===== config.mk =====
export PLATFORM = sky130hd
export DESIGN_NAME = dbl_div
export DESIGN_NICKNAME = d
export VERILOG_FILES = /design/src/rtl/dbl_div_pkg.sv /design/src/rtl/dbl_div_prep.sv /design/src/rtl/dbl_div_step.sv /design/src/rtl/dbl_div_fix.sv /design/src/rtl/dbl_div.sv
export SDC_FILE = /design/constraint.sdc
export NUM_CORES = 1
export LEC_CHECK = 0
export BUFFER_PORTS_ARGS = -buffer_cell sky130_fd_sc_hd__buf_4
export CAP_MARGIN = 20
export CORE_UTILIZATION = 60
export CTS_CLUSTER_SIZE = 30
export DETAILED_ROUTE_END_ITERATION = 8
export PLACE_DENSITY = 0.85
export SLEW_MARGIN = 20
export SYNTH_ARGS = -nofsm -noshare
export SYNTH_HDL_FRONTEND = slang
export SYNTH_SLANG_ARGS = --single-unit

===== constraint.sdc =====
create_clock -name clk -period 5.13 [get_ports clk]
set_clock_uncertainty 0.2 [all_clocks]
set_input_delay 0.2565 -clock clk [delete_from_list [all_inputs] [get_ports clk]]
set_output_delay 0.2565 -clock clk [all_outputs]
set_load 0.01 [all_outputs]

===== src/rtl/dbl_div_pkg.sv =====
package dbl_div_pkg;

    typedef enum logic [1:0] {
        S_IDLE = 2'd0,
        S_ITER = 2'd1,
        S_FIX  = 2'd2,
        S_DONE = 2'd3
    } div_state_e;

endpackage


===== src/rtl/dbl_div_prep.sv =====
// Operand conditioning: magnitudes, operand signs and early-fault detection.
module dbl_div_prep #(
    parameter int W = 16
) (
    input  logic         signed_mode,
    input  logic [W-1:0] dividend_hi,
    input  logic [W-1:0] dividend_lo,
    input  logic [W-1:0] divisor,
    output logic [W-1:0] mag_hi,
    output logic [W-1:0] mag_lo,
    output logic [W-1:0] mag_div,
    output logic         neg_dividend,
    output logic         neg_divisor,
    output logic         early_fault
);
    localparam int DW = 2 * W;

    logic [DW-1:0] full_dividend;
    logic [DW-1:0] full_mag;

    always_comb begin
        neg_dividend  = signed_mode & dividend_hi[W-1];
        neg_divisor   = signed_mode & divisor[W-1];
        full_dividend = {dividend_hi, dividend_lo};
        full_mag      = neg_dividend ? (~full_dividend + DW'(1)) : full_dividend;
        mag_hi        = full_mag[DW-1:W];
        mag_lo        = full_mag[W-1:0];
        mag_div       = neg_divisor ? (~divisor + W'(1)) : divisor;
        // A zero divisor also satisfies this comparison.
        early_fault   = (mag_hi >= mag_div);
    end

endmodule


===== src/rtl/dbl_div_step.sv =====
// One restoring shift-subtract step of the {hi, lo} accumulator.
module dbl_div_step #(
    parameter int W = 16
) (
    input  logic [W-1:0] acc_hi,
    input  logic [W-1:0] acc_lo,
    input  logic [W-1:0] dvs,
    output logic [W-1:0] nxt_hi,
    output logic [W-1:0] nxt_lo
);
    logic         out_bit;
    logic [W-1:0] shifted;
    logic         take;

    always_comb begin
        out_bit = acc_hi[W-1];
        shifted = {acc_hi[W-2:0], acc_lo[W-1]};
        take    = out_bit | (shifted >= dvs);
        nxt_hi  = take ? (shifted - dvs) : shifted;
        nxt_lo  = {acc_lo[W-2:0], take};
    end

endmodule


===== src/rtl/dbl_div_fix.sv =====
// Sign restoration and signed range check after the unsigned loop.
module dbl_div_fix #(
    parameter int W = 16
) (
    input  logic         signed_mode,
    input  logic         neg_dividend,
    input  logic         neg_divisor,
    input  logic [W-1:0] q_mag,
    input  logic [W-1:0] r_mag,
    output logic [W-1:0] q_out,
    output logic [W-1:0] r_out,
    output logic         range_fault
);
    localparam logic [W-1:0] HALF = {1'b1, {(W-1){1'b0}}};

    logic signs_differ;

    always_comb begin
        signs_differ = neg_dividend ^ neg_divisor;
        if (!signed_mode) begin
            q_out       = q_mag;
            r_out       = r_mag;
            range_fault = 1'b0;
        end else begin
            range_fault = signs_differ ? (q_mag > HALF) : (q_mag >= HALF);
            q_out       = signs_differ ? (~q_mag + W'(1)) : q_mag;
            r_out       = neg_dividend ? (~r_mag + W'(1)) : r_mag;
        end
    end

endmodule


===== src/rtl/dbl_div.sv =====
module dbl_div
    import dbl_div_pkg::*;
#(
    parameter int W = 16
) (
    input  logic         clk,
    input  logic         rst_n,
    input  logic         start,
    input  logic         signed_mode,
    input  logic [W-1:0] dividend_hi,
    input  logic [W-1:0] dividend_lo,
    input  logic [W-1:0] divisor,
    output logic         busy,
    output logic         done,
    output logic [W-1:0] quotient,
    output logic [W-1:0] remainder,
    output logic         fault
);
    localparam int          CW   = $clog2(W + 1);
    localparam logic [CW-1:0] LAST = CW'(W - 1);

    div_state_e   state, state_nxt;

    logic [W-1:0] acc_hi, acc_lo, div_r;
    logic         sm_r, nd_r, ns_r;
    logic [CW-1:0] cnt;
    logic [W-1:0] q_r, r_r;
    logic         f_r;

    logic [W-1:0] p_hi, p_lo, p_div;
    logic         p_nd, p_ns, p_early;
    logic [W-1:0] s_hi, s_lo;
    logic [W-1:0] f_q, f_r_val;
    logic         f_ovf;
    logic         accept;

    dbl_div_prep #(.W(W)) u_prep (
        .signed_mode (signed_mode),
        .dividend_hi (dividend_hi),
        .dividend_lo (dividend_lo),
        .divisor     (divisor),
        .mag_hi      (p_hi),
        .mag_lo      (p_lo),
        .mag_div     (p_div),
        .neg_dividend(p_nd),
        .neg_divisor (p_ns),
        .early_fault (p_early)
    );

    dbl_div_step #(.W(W)) u_step (
        .acc_hi(acc_hi),
        .acc_lo(acc_lo),
        .dvs   (div_r),
        .nxt_hi(s_hi),
        .nxt_lo(s_lo)
    );

    dbl_div_fix #(.W(W)) u_fix (
        .signed_mode (sm_r),
        .neg_dividend(nd_r),
        .neg_divisor (ns_r),
        .q_mag       (acc_lo),
        .r_mag       (acc_hi),
        .q_out       (f_q),
        .r_out       (f_r_val),
        .range_fault (f_ovf)
    );

    assign accept = start && ((state == S_IDLE) || (state == S_DONE));

    // State register
    always_ff @(posedge clk or negedge rst_n) begin
        if (!rst_n) state <= S_IDLE;
        else        state <= state_nxt;
    end

    // Next-state logic
    always_comb begin
        state_nxt = state;
        unique case (state)
            S_IDLE: if (accept) state_nxt = p_early ? S_DONE : S_ITER;
            S_ITER: if (cnt == LAST) state_nxt = S_FIX;
            S_FIX:  state_nxt = S_DONE;
            S_DONE: begin
                if (accept) state_nxt = p_early ? S_DONE : S_ITER;
                else        state_nxt = S_IDLE;
            end
            default: state_nxt = S_IDLE;
        endcase
    end

    // Datapath and result registers
    always_ff @(posedge clk or negedge rst_n) begin
        if (!rst_n) begin
            acc_hi <= '0;
            acc_lo <= '0;
            div_r  <= '0;
            sm_r   <= 1'b0;
            nd_r   <= 1'b0;
            ns_r   <= 1'b0;
            cnt    <= '0;
            q_r    <= '0;
            r_r    <= '0;
            f_r    <= 1'b0;
        end else if (accept) begin
            acc_hi <= p_hi;
            acc_lo <= p_lo;
            div_r  <= p_div;
            sm_r   <= signed_mode;
            nd_r   <= p_nd;
            ns_r   <= p_ns;
            cnt    <= '0;
            if (p_early) begin
                q_r <= '0;
                r_r <= '0;
                f_r <= 1'b1;
            end
        end else if (state == S_ITER) begin
            acc_hi <= s_hi;
            acc_lo <= s_lo;
            cnt    <= cnt + CW'(1);
        end else if (state == S_FIX) begin
            q_r <= f_ovf ? '0 : f_q;
            r_r <= f_ovf ? '0 : f_r_val;
            f_r <= f_ovf;
        end
    end

    // Outputs
    always_comb begin
        busy      = (state == S_ITER) || (state == S_FIX);
        done      = (state == S_DONE);
        quotient  = q_r;
        remainder = r_r;
        fault     = f_r;
    end

endmodule


* Word-level counts from Yosys, hierarchy flattened
Index checks and enable logic that the tools add are counted.
Word-level totals: register bits 91, latch bits 0, memory bits (writable) 0, bits in read-only memories 0, memories 0
Operators by class: add/sub/neg operators 6, multiply operators 0, divide/modulo/power cells 0, order comparisons 4, equality and inequality tests 8, shift-type cells 0, multiplexer cells 33, bitwise gates (word level) 8, reduce and logical (&&, ||, !) cells 8
Operator list (count):
- $mux W16 | 19
- $add A16 B1 Y16 const B | 3
- $not A16 Y16 | 3
- $add A32 B1 Y32 const B | 1
- $ge A16 B16 Y1 | 2
- $mux W32 | 1
- $not A32 Y32 | 1
- $ge A16 B16 Y1 const B | 1
- $gt A16 B16 Y1 const B | 1
- $sub A16 B16 Y16 | 1
- $mux W5 | 2
- $mux W2 | 4
- $ne A2 B2 Y1 const B | 4
- $pmux W2 S4 | 1
- $mux W1 | 6
- $add A5 B1 Y5 const B | 1
- $eq A5 B4 Y1 const B | 1
- $eq A2 B2 Y1 const B | 2
- $reduce_bool A2 Y1 | 2
- $reduce_and A3 Y1 | 1
- $and A1 B1 Y1 | 2
- $eq A2 B1 Y1 const B | 1
- $logic_not A2 Y1 | 1
- $logic_or A1 B1 Y1 | 2
- other kinds (4) | 4

* Longest topological paths before layout
Gate-level depths: netlist of the first run.
depth after elaboration 8, depth in mapped cells 16, mapped depth without buffers 15

* Modules after synthesis
Synthesis of the first run repeated with hierarchy kept, for this count alone.
Second synthesis, totals: cells, all modules 770, area, all modules 7359.6 µm²
Modules (own cells, without submodules):
- dbl_div | times used 1, cells each 301, area each 3821.2 µm²
- dbl_div_prep | times used 1, cells each 206, area each 1539.0 µm²
- dbl_div_step | times used 1, cells each 159, area each 1317.5 µm²
- dbl_div_fix | times used 1, cells each 104, area each 681.9 µm²

* Worst setup path after synthesis of the first run
OpenSTA, ideal clock, no wires.
path kind input-to-reg, from in dividend_lo[4], to reg f_r (netlist: fault), setup time 136 ps, data arrival time 3602 ps, setup slack 1191 ps, stages on the path 14, buffers on the path 1, cells stage by stage or4_4 -> nor4b_4 -> nand3_4 -> o31ai_2 -> xnor2_1 -> ha_1 -> a21o_1 -> a21o_1 -> a211o_1 -> o211ai_1 -> a21oi_1 -> o41ai_2 -> buf_2 -> a21oi_1
On the way: longest elaborated chain between the ends 6
RTL lines:
- start, declared | RTL line dbl_div.sv:11 | input logic [W-1:0] dividend_lo,
- $not A32 Y32 | RTL line dbl_div_prep.sv:25 | full_mag = neg_dividend ? (~full_dividend + DW'(1)) : full_dividend;
- $add A32 B1 Y32 | RTL line dbl_div_prep.sv:25
- $mux W32 | RTL line dbl_div_prep.sv:25
- $ge A16 B16 Y1 | RTL line dbl_div_prep.sv:30 | early_fault = (mag_hi >= mag_div);
- $ne A2 B2 Y1 (no line)
- $reduce_and A3 Y1 (no line)
- end signal, assigned | RTL line dbl_div.sv:125 | f_r <= f_ovf;
- end, declared | RTL line dbl_div.sv:28 | logic f_r;
No other way between the ends. A chain may end at the register's enable or synchronous reset.

* Final worst setup path of the first run
from in dividend_lo[0], to reg r_r[14] (netlist: remainder[14])
On the way: longest elaborated chain between the ends 6
RTL lines:
- $not A32 Y32 | RTL line dbl_div_prep.sv:25
- $add A32 B1 Y32 | RTL line dbl_div_prep.sv:25
- $mux W32 | RTL line dbl_div_prep.sv:25
- $ge A16 B16 Y1 | RTL line dbl_div_prep.sv:30
- $ne A2 B2 Y1 (no line)
- $reduce_and A3 Y1 (no line)
- end signal, assigned | RTL line dbl_div.sv:124 | r_r <= f_ovf ? '0 : f_r_val;
- end, declared | RTL line dbl_div.sv:27 | logic [W-1:0] q_r, r_r;
No other way between the ends.

==> run metrics, run 1 <==
initial antenna violation count 0; Hold Path Class in -> reg; area of the mapped netlist about 6800 um2; Top delay family on crit path compound AO/OA/AOI/OAI gates; GRT Total Usage 0.3092; CORE AREA between 10,000 and 15,000 um2; placed inst area around 7500 um2; P&R area growth vs syn 15.06%; total congestion overflow 0; vias in the first global route a little under 6,000; Yosys warning count 0; # IOs 87; Die Height around 110 um; Synth Instances between 700 and 800; Starting DRT DRC Count between 500 and 600; XOR/XNOR Fraction of Synth Area 0.1078; IO buf count between 80 and 90; final setup margin approximately 0.52 ns; fin crit period between 4 and 5 ns; reg2reg start acc_hi[10]; top cells by count, synth dfrtp_1, nand2_1, o21ai_0, a21oi_1; Crit Path Class in -> reg; post-cts sizing count 0; P_leak between 3 and 4 nW; Yosys top cell area share 0.3338; Pwr per Cell Area approximately 660 nW/um2; Setup Buffers After CTS 0; RSZ-0062 raised after global routing false; Post-synth top flop dfrtp_1; DRT Pass-1 Iters 5; row count 38; Compound-Gate Fraction of Synth Area 0.2195; Critical Path Slowest Stage Cell dlygate4sd3_1; critical path data arrival time roughly 4.7 ns; CP cell instances dlygate4sd3_1, buf_4, inv_1, ha_1, inv_1, nor4_4, and2_1, nor2_1, xnor2_1, ha_1, nand2b_1, a21o_1, a211o_1, a221oi_1, nor3_1, o41ai_4, buf_4, a22o_1; DP Worst Slack 0.6193 ns; async set-or-reset flop fraction in the synthesized netlist 1.000; Min-Delay Startpoint dividend_lo[5]; largest family of logic cells by synthesized area compound AO/OA/AOI/OAI gates; number of vias per cell 6.243; mux contribution to synthesized area 0.04438; Die Width 108.6 um; Post-synth EDFFs 0; CTS Buf Count 9; Synth Area in Simple Gates 0.1647; most frequent cell after synthesis dfrtp_1; post-synthesis adder-cell area fraction 0.07996; CTS Sinks between 90 and 100; CTS tree yes; status complete, no violations; Slew headroom 0.2930; number of routed nets with antenna violations 0; gpl congestion 0.9135; layout cells sized above 1 0.1500; DRC viols 0; fin crit share 0.8979; Hold-fix buffers, CTS 3; fmax ~0.22 GHz; Worst-Margin Slew 1.061 ns; H-tree levels 3; via count 6,118; global-route wire length before repair roughly 28,000 um; CP max FO 33; largest cells by area after synthesis dfrtp_1, ha_1, xnor2_1; max-slew violations 0; largest net degree at the start of global routing 92; clock latency on the worst-skew pair around 0.34 ns; WP buf/inv 5; CTS Buffer Depth 2; hpwl dp approximately 13,000 um; max cap viols 0; sequential fraction of the synthesis area 0.3338; Crit path largest cell delay 0.54 ns; clk slew on worst S/H paths 0.07 ns; Data required, critical path between 5 and 6 ns; # nets final slightly above 900; Initial Utilization 0.6239; Setup TNS 0 ns; Startpoint Class input port; synthesized net count 861; FF+latch count, synth around 90; DR WL/cell between 15 and 20 um; fin area 7850 um2; root buffer cell clkbuf_16; Final setup violation count 0; worst vdd ir about 430 uV; Synth area leader dfrtp_1; antenna fix cells 0; Cell Count, Final, Fillers Out 980; Distinct cells, synth between 60 and 70; total die area ~12,000 um2; total chip power just over 5 mW; Cell Count Post-Placement just under 1,000; final hold viol count 0; Avg Inst Size Synth a little under 9 um2; drt total wl 17,680 um; worst setup path startpoint dividend_lo[0]; CP Capture Type register
==> flip-flops by register name (all words and copies together), names as in the netlist <==
signal	count
sm_r	1
ns_r	1
acc_hi	16
nd_r	1
quotient	16
state	2
remainder	16
div_r	16
acc_lo	16
fault	1
cnt	5
==> metal layers <==
layer  vias up  routed length (um)  GRT usage
met5         -                   0          0
met1      2896                7768     0.4194
met2       280                8096     0.4923
li1       2900                   -          -
met4         0                 493     0.1071
met3        42                1325    0.06216
==> through the flow <==
step,hold slack (ns),utilization
3_5_place_dp,0.2696,0.6870
6_report,0.02207,0.7178
5_1_grt,0.02692,0.7178
3_3_place_gp,0.2666,0.6870
4_1_cts,0.01956,0.7175
2_1_floorplan,-0.2391,-
==> final timing paths <==
| path | end | slack (ns) | cells past startpoint |
|---|---|---|---|
| max | remainder[14] | 0.52 | 18 |
| min | acc_lo[5] | 0.02 | 4 |
| max reg2reg | acc_hi[1] | 1.64 | 8 |
| min reg2reg | div_r[13] | 0.28 | 2 |
| max in group asynchronous | acc_hi[12] | 3.82 | 2 |
| min in group asynchronous | remainder[14] | 0.33 | 2 |
==> cell type report <==
type                            count  area (um2)
Multi-Input combinational cell    598        4227
Timing Repair Buffer               93       709.4
Inverter                           42       157.7
Tap cell                          140       175.2
Fill cell                         818        3085
Sequential cell                    91        2277
Clock inverter                      7       78.83
Clock buffer                        9       225.2
==> cells by family (layout without fill, tap and decap cells) <==
logic type                 after synthesis  after routing
DFF                                     91             91
buffers and inverters                   77            151
and+or+nand+nor                        218            218
xor gates and xnor gates                84             84
muxes                                   30             30
AOI/OAI and AO/OA                      223            223
adders and majority gates               43             43
==> cells in the final DEF (no fill, tap or decap), types with 16 or more instances in the layout <==
cell,instances
nand2_1,73
a22o_1,31
xnor2_1,49
buf_4,89
nor3_1,17
inv_1,42
a21oi_1,51
ha_1,41
nor2_1,49
xor2_1,35
dfrtp_1,91
mux2i_1,28
o21ai_0,52
o21ai_1,16
==> tightest hold or removal path: stages <==
cell	delay [ns]
buf_4	0.09
xor2_1	0.06
nand2_1	0.06
o21ai_0	0.07
==> power by group <==
part / switching (mW) / internal (mW) / total (mW)
logic: 1.72 / 1.35 / 3.07
clock network: 0.300 / 0.386 / 0.686
registers: 0.375 / 1.04 / 1.42
total: 2.40 / 2.78 / 5.18
(Power assumes the default switching activity.)
==> inputs of run 2 (changes only) <==
--- a/config.mk
+++ b/config.mk
@@ -7,6 +7,7 @@
 export LEC_CHECK = 0
 export BUFFER_PORTS_ARGS = -buffer_cell sky130_fd_sc_hd__buf_4
 export CAP_MARGIN = 20
+export CORE_ASPECT_RATIO = 0.8
 export CORE_UTILIZATION = 60
 export CTS_CLUSTER_SIZE = 30
 export DETAILED_ROUTE_END_ITERATION = 8
==> constraint.sdc (replaced) <==
create_clock -name clk -period 5.9 [get_ports clk]
set_clock_uncertainty 0.2 [all_clocks]
set_input_delay 0.295 -clock clk [delete_from_list [all_inputs] [get_ports clk]]
set_output_delay 0.295 -clock clk [all_outputs]
set_load 0.01 [all_outputs]
==> run metrics, run 2 (synthesis gave the netlist of run 1 again) <==
antenna fix cells 0 (unchanged); CTS Buffer Depth 2 (unchanged); CP max FO 33 (unchanged); # IOs 87 (unchanged); root buffer cell clkbuf_16; worst vdd ir 519.2 uV (+20%); CP Capture Type register; Initial Utilization 0.6216 (-0.002276); clock latency on the worst-skew pair 0.35 ns (about the same); switching part of the total power 0.4661 (+0.003651); DRC viols 0 (unchanged); row count 34 (-11%); via count 6,052 (-1.1%); CTS tree yes; number of routed nets with antenna violations 0 (unchanged); max cap viols 0 (unchanged); number of vias per cell 6.150 (-1.5%); Setup Buffers After CTS 0 (unchanged); reg2reg start acc_hi[8]; GRT Total Usage 0.3114 (+0.002175); worst setup path startpoint dividend_lo[0]; P&R area growth vs syn 15.09% (about the same); drt total wl 17,660 um (-0.12%); CTS Buf Count 9 (unchanged); initial antenna violation count 0 (unchanged); IO buf count 86 (unchanged); Net Sw Power 2.087 mW (-13%); Hold-fix buffers, CTS 2 (-1); CTS Sinks 91 (unchanged); largest net degree at the start of global routing 84 (-8.7%); Data required, critical path 5.99 ns (+0.79 ns); Final setup violation count 0 (unchanged); post-cts sizing count 0 (unchanged); Die Height 97.38 um (-10%); Worst-Margin Slew 1.078 ns (+0.01754 ns); Starting DRT DRC Count 441 (-18%); final setup margin 1.536 ns (+1.013 ns); gpl congestion 0.8847 (-3.2%); H-tree levels 3 (unchanged); Power Internal 2.390 mW (-14%); Crit Path Class in -> reg; hpwl dp 13,510 um (+1.4%); Critical Path Slowest Stage Cell dlygate4sd3_1; vias in the first global route 5,746 (-1.4%); DR WL/cell 17.95 um (-0.52%); Pwr per Cell Area 570.1 nW/um2 (-14%); Setup TNS 0 ns (unchanged); Hold Path Class in -> reg; P_leak 3.607 nW (about the same); critical path data arrival time 4.46 ns (-0.22 ns); Slew headroom 0.2813 (-0.01169); Min-Delay Startpoint signed_mode; Crit path largest cell delay 0.55 ns (about the same); fin crit share 0.7396; max-slew violations 0 (unchanged); Comb pwr share 0.594 (about the same); CORE AREA 10,980 um2 (+0.37%); fmax approximately 0.23 GHz; most common cell after layout, fill and taps aside dfrtp_1; fin crit period 4.364 ns; final hold viol count 0 (unchanged); total congestion overflow 0 (unchanged); clk slew on worst S/H paths 0.08 ns (about the same); global-route wire length before repair 28,910 um (+2.1%); # nets final 930 (unchanged); Startpoint Class input port; DRT Pass-1 Iters 5 (unchanged); RSZ-0062 raised after global routing false; layout cells sized above 1 0.1512 (+0.001190); WP buf/inv 5 (unchanged); share of power burned in registers 0.274 (about the same); Min Hold Slack 0.01799 ns (-0.004074 ns); most frequent cells in the layout dfrtp_1, buf_4, nand2_1; DP Worst Slack 1.413 ns (+0.7942 ns); clock share of power 0.132 (about the same); status complete, no violations; Die Width 121.2 um (+12%); Top delay family on crit path buffers and inverters; total die area 11,800 um2 (about the same); CP cell instances dlygate4sd3_1, buf_4, inv_1, ha_1, inv_1, nor4_4, and2_1, nor2_1, xnor2_1, ha_1, nand2b_1, a21o_1, a211o_1, a221oi_1, nor3_1, o41ai_4, buf_4, a22o_1
==> run 2: layout make-up <==
| type | instances | area [um2] |
|---|---|---|
| inverter | 42 | 157.7 |
| clock buffer | 9 | 225.2 |
| clock inverter | 7 | 78.83 |
| sequential | 91 | 2277 |
| fill | 854 | 3123 |
| tap | 144 | 180.2 |
| multi-input combinational | 598 | 4227 |
| timing repair buffer | 93 | 706.9 |
==> run 2: path summary, 6_finish.rpt <==
path	slack [ns]	end	cells after the start
worst max register to register	2.05	acc_hi[12]	8
worst min-delay path	0.02	sm_r	3
worst min register to register	0.28	div_r[8]	2
max in group asynchronous	4.40	state[1]	3
worst max-delay path	1.54	quotient[13]	18
min in group asynchronous	0.12	acc_hi[11]	2
==> run 2: worst register-to-register path, stage by stage (launching register included) <==
cell and delay, ns:
dfrtp_1 0.47, ha_1 0.47, nand4_1 0.19, or3_1 0.40
or3_1 0.41, a41oi_2 0.62, buf_4 0.33, mux2_1 0.34
a221o_1 0.32
==> run 2: routing by layer <==
layer,GRT usage,wire length (um),vias to the layer above
met5,0,0,-
met4,0.06933,163,0
met3,0.05634,1395,17
met2,0.4585,7733,236
met1,0.4723,8371,2908
li1,-,-,2891
==> run 2: power by group through the flow <==
stage,logic (mW),clock network [mW],registers [mW]
2_1_floorplan,1.98,0,1.17
3_3_place_gp,2.54,0,1.21
3_5_place_dp,2.61,0,1.23
4_1_cts,2.63,0.596,1.22
5_1_grt,2.94,0.622,1.26
6_report,2.66,0.590,1.23
==> run 2: through the flow <==
| step | total power, mW | area (um2) | std cells | util |
|---|---|---|---|---|
| after floorplan | 3.146 | 6823 | 766 | - |
| after global placement | 3.749 | 7525 | 966 | 0.6856 |
| after detailed placement | 3.841 | 7525 | 966 | 0.6856 |
| after CTS | 4.444 | 7849 | 984 | 0.7151 |
| after global routing | 4.817 | 7853 | 984 | 0.7155 |
| final | 4.477 | 7853 | 984 | 0.7155 |
==> inputs of run 3 (changes only) <==
--- a/config.mk
+++ b/config.mk
@@ -8,10 +8,10 @@
 export BUFFER_PORTS_ARGS = -buffer_cell sky130_fd_sc_hd__buf_4
 export CAP_MARGIN = 20
 export CORE_ASPECT_RATIO = 0.8
-export CORE_UTILIZATION = 60
+export CORE_UTILIZATION = 59
 export CTS_CLUSTER_SIZE = 30
 export DETAILED_ROUTE_END_ITERATION = 8
-export PLACE_DENSITY = 0.85
+export PLACE_DENSITY = 0.84
 export SLEW_MARGIN = 20
 export SYNTH_ARGS = -nofsm -noshare
 export SYNTH_HDL_FRONTEND = slang
==> constraint.sdc (replaced) <==
create_clock -name clk -period 4.22 [get_ports clk]
set_clock_uncertainty 0.2 [all_clocks]
set_input_delay 0.211 -clock clk [delete_from_list [all_inputs] [get_ports clk]]
set_output_delay 0.211 -clock clk [all_outputs]
set_load 0.01 [all_outputs]
==> run metrics, run 3 (synthesis gave the netlist of run 1 again) <==
status complete, no violations; CP max FO 16 (-52%); number of routed nets with antenna violations 0 (unchanged); P&R area growth vs syn 18.01%; fmax approximately 0.24 GHz; Reg2Reg Depth 8 (unchanged); fin crit share 0.9698; fin crit period around 4 ns; CTS tree yes; final hold viol count 0 (unchanged); hpwl dp 13,670 um (+1.2%); max-slew violations 0 (unchanged); Startpoint Class input port; row count 34 (unchanged); H-tree levels 3 (unchanged); Final setup violation count 0 (unchanged); Starting DRT DRC Count 650 (+47%); root buffer cell clkbuf_16; Critical Path Slowest Stage Cell dlygate4sd3_1; Hold Path Stages 4 (+1); clock latency on the worst-skew pair 0.36 ns (about the same); layout cells sized above 1 0.1661 (+0.01489); largest net degree at the start of global routing 92 (+9.5%); Crit Path Class in -> reg; DRC viols 0 (unchanged); Slew headroom 0.3450 (+0.06376); total chip power 6.395 mW (+43%); Crit path largest cell delay 0.55 ns (about the same); # nets final 945 (+1.6%); CP cell instances dlygate4sd3_1, buf_4, or4_4, nor2_4, buf_4, nand3_4, o31ai_2, xnor2_1, ha_1, a21o_1, a21o_1, a211o_1, o211ai_1, a21oi_1, o41ai_4, buf_6, clkbuf_16, a22o_1; Cell Count, Final, Fillers Out 999 (+1.5%); clk slew on worst S/H paths 0.07 ns (about the same); Cell Count Post-Placement 971 (+0.52%); Worst-Margin Slew 0.9824 ns (-0.09564 ns); P_leak 3.709 nW (+2.8%); CTS Sinks 91 (unchanged); max cap viols 0 (unchanged); Data required, critical path 4.31 ns (-1.68 ns); number of vias per cell 6.164 (+0.22%); fin area 8051 um2 (+2.5%); worst vdd ir 578.4 uV (+11%); hold worst-path end acc_lo[10]; reg2reg start acc_hi[8]; multi-input combinational cell area 4249 um2 (+0.53%); Die Height 98.19 um (+0.83%); global-route wire length before repair 29,350 um (+1.5%); placed inst area 7575 um2 (+0.67%); IO buf count 86 (unchanged); Setup TNS 0 ns (unchanged); R2R setup slack 0.72 ns (-1.33 ns); CTS Buffer Depth 2 (unchanged); Initial Utilization 0.6169 (-0.004782); drt total wl 18,600 um (+5.3%); Die Width 122.2 um (+0.83%); CORE AREA 11,060 um2 (+0.78%); CP Capture Type register; CTS Buf Count 9 (unchanged); r2r endpoint acc_hi[1]; gpl congestion 0.8696 (-1.7%); GRT Total Usage 0.3144 (+0.003053); total congestion overflow 0 (unchanged); most frequent cells in the layout buf_4, dfrtp_1, nand2_1; vias in the first global route 5,776 (+0.52%); DRT Pass-1 Iters 5 (unchanged); total die area 12,000 um2 (+1.7%); # IOs 87 (unchanged); Pwr per Cell Area 794.3 nW/um2 (+39%); Min-Delay Startpoint dividend_lo[10]; antenna fix cells 0 (unchanged); Hold Path Class in -> reg; via count 6,158 (+1.8%); Reg area 2277 um2 (unchanged); fillcell total 847 (-0.82%); RSZ-0062 raised after global routing false; critical path data arrival time 4.19 ns (-0.27 ns); most common cell after layout, fill and taps aside buf_4; initial antenna violation count 0 (unchanged); DR WL/cell 18.62 um (+3.7%)
==> run 3: cell types whose count changed in the layout (fill, tap and decap cells not counted), moves of 2 or more <==
cell	before	now
buf_4	90	97
inv_8	4	2
dlygate4sd3_1	2	6
clkbuf_16	9	11
==> run 3: power by group <==
| part | total (mW) | internal (mW) | leakage (nW) | switching [mW] |
|---|---|---|---|---|
| Clock | 0.826 | 0.422 | 0.150 | 0.403 |
| Combinational | 3.84 | 1.71 | 2.39 | 2.13 |
| Sequential | 1.73 | 1.27 | 1.16 | 0.457 |
==> run 3: layout make-up <==
cell class              instances  share of cell area
flip-flops and latches         91              0.2828
well taps                     144             0.02238
clock buffers                   9             0.02797
multi-input cells             598              0.5277
inverters                      42             0.01958
repair buffers                108              0.1094
clock inverters                 7             0.01010
==> run 3: worst max-delay path, delay by kind of cell <==
kind                     cells  cell delay, ns
AO/OA/AOI/OAI                8            1.52
XOR/XNOR                     1            0.18
adder cells (fa/ha/maj)      1            0.29
buffers and inverters        5            1.23
AND/OR/NAND/NOR              3            0.74
==> run 3: routing by layer <==
layer | track usage | part of all wire | routed length (um) | up-vias
met3 | 0.06659 | 0.092 | 1706 | 23
met5 | 0 | 0 | 0 | -
met2 | 0.4702 | 0.44 | 8211 | 267
met4 | 0.07317 | 0.012 | 220 | 0
li1 | - | - | - | 2937
met1 | 0.4628 | 0.45 | 8462 | 2931
==> run 3: what timing repair did <==
| item | 4_1_cts | 5_1_grt |
|---|---|---|
| hold buffers | 6 | 0 |
| setup endpoints to repair | 0 | 33 |
| buffers inserted | 0 | 4 |
| resized for setup | 0 | 7 |
| hold endpoints to repair | 96 | 0 |
==> run 3: worst max-delay path by stage <==
stage,startpoint,endpoint
2_1_floorplan,dividend_lo[4],fault
3_3_place_gp,dividend_lo[4],fault
3_5_place_dp,dividend_lo[4],fault
4_1_cts,dividend_lo[12],fault
5_1_grt,dividend_lo[12],remainder[2]
6_report,dividend_lo[12],remainder[7]
==> run 3: per-stage QoR <==
stage                     worst slack, ns  utilization  hold WS (ns)
after floorplan                    0.3270            -       -0.2846
after global placement             0.1964       0.6848        0.2672
after detailed placement          0.07996       0.6848        0.2664
after CTS                         0.01296       0.7180      0.001590
after global routing            0.0006213       0.7279       0.01790
final                              0.1274       0.7279      0.005067
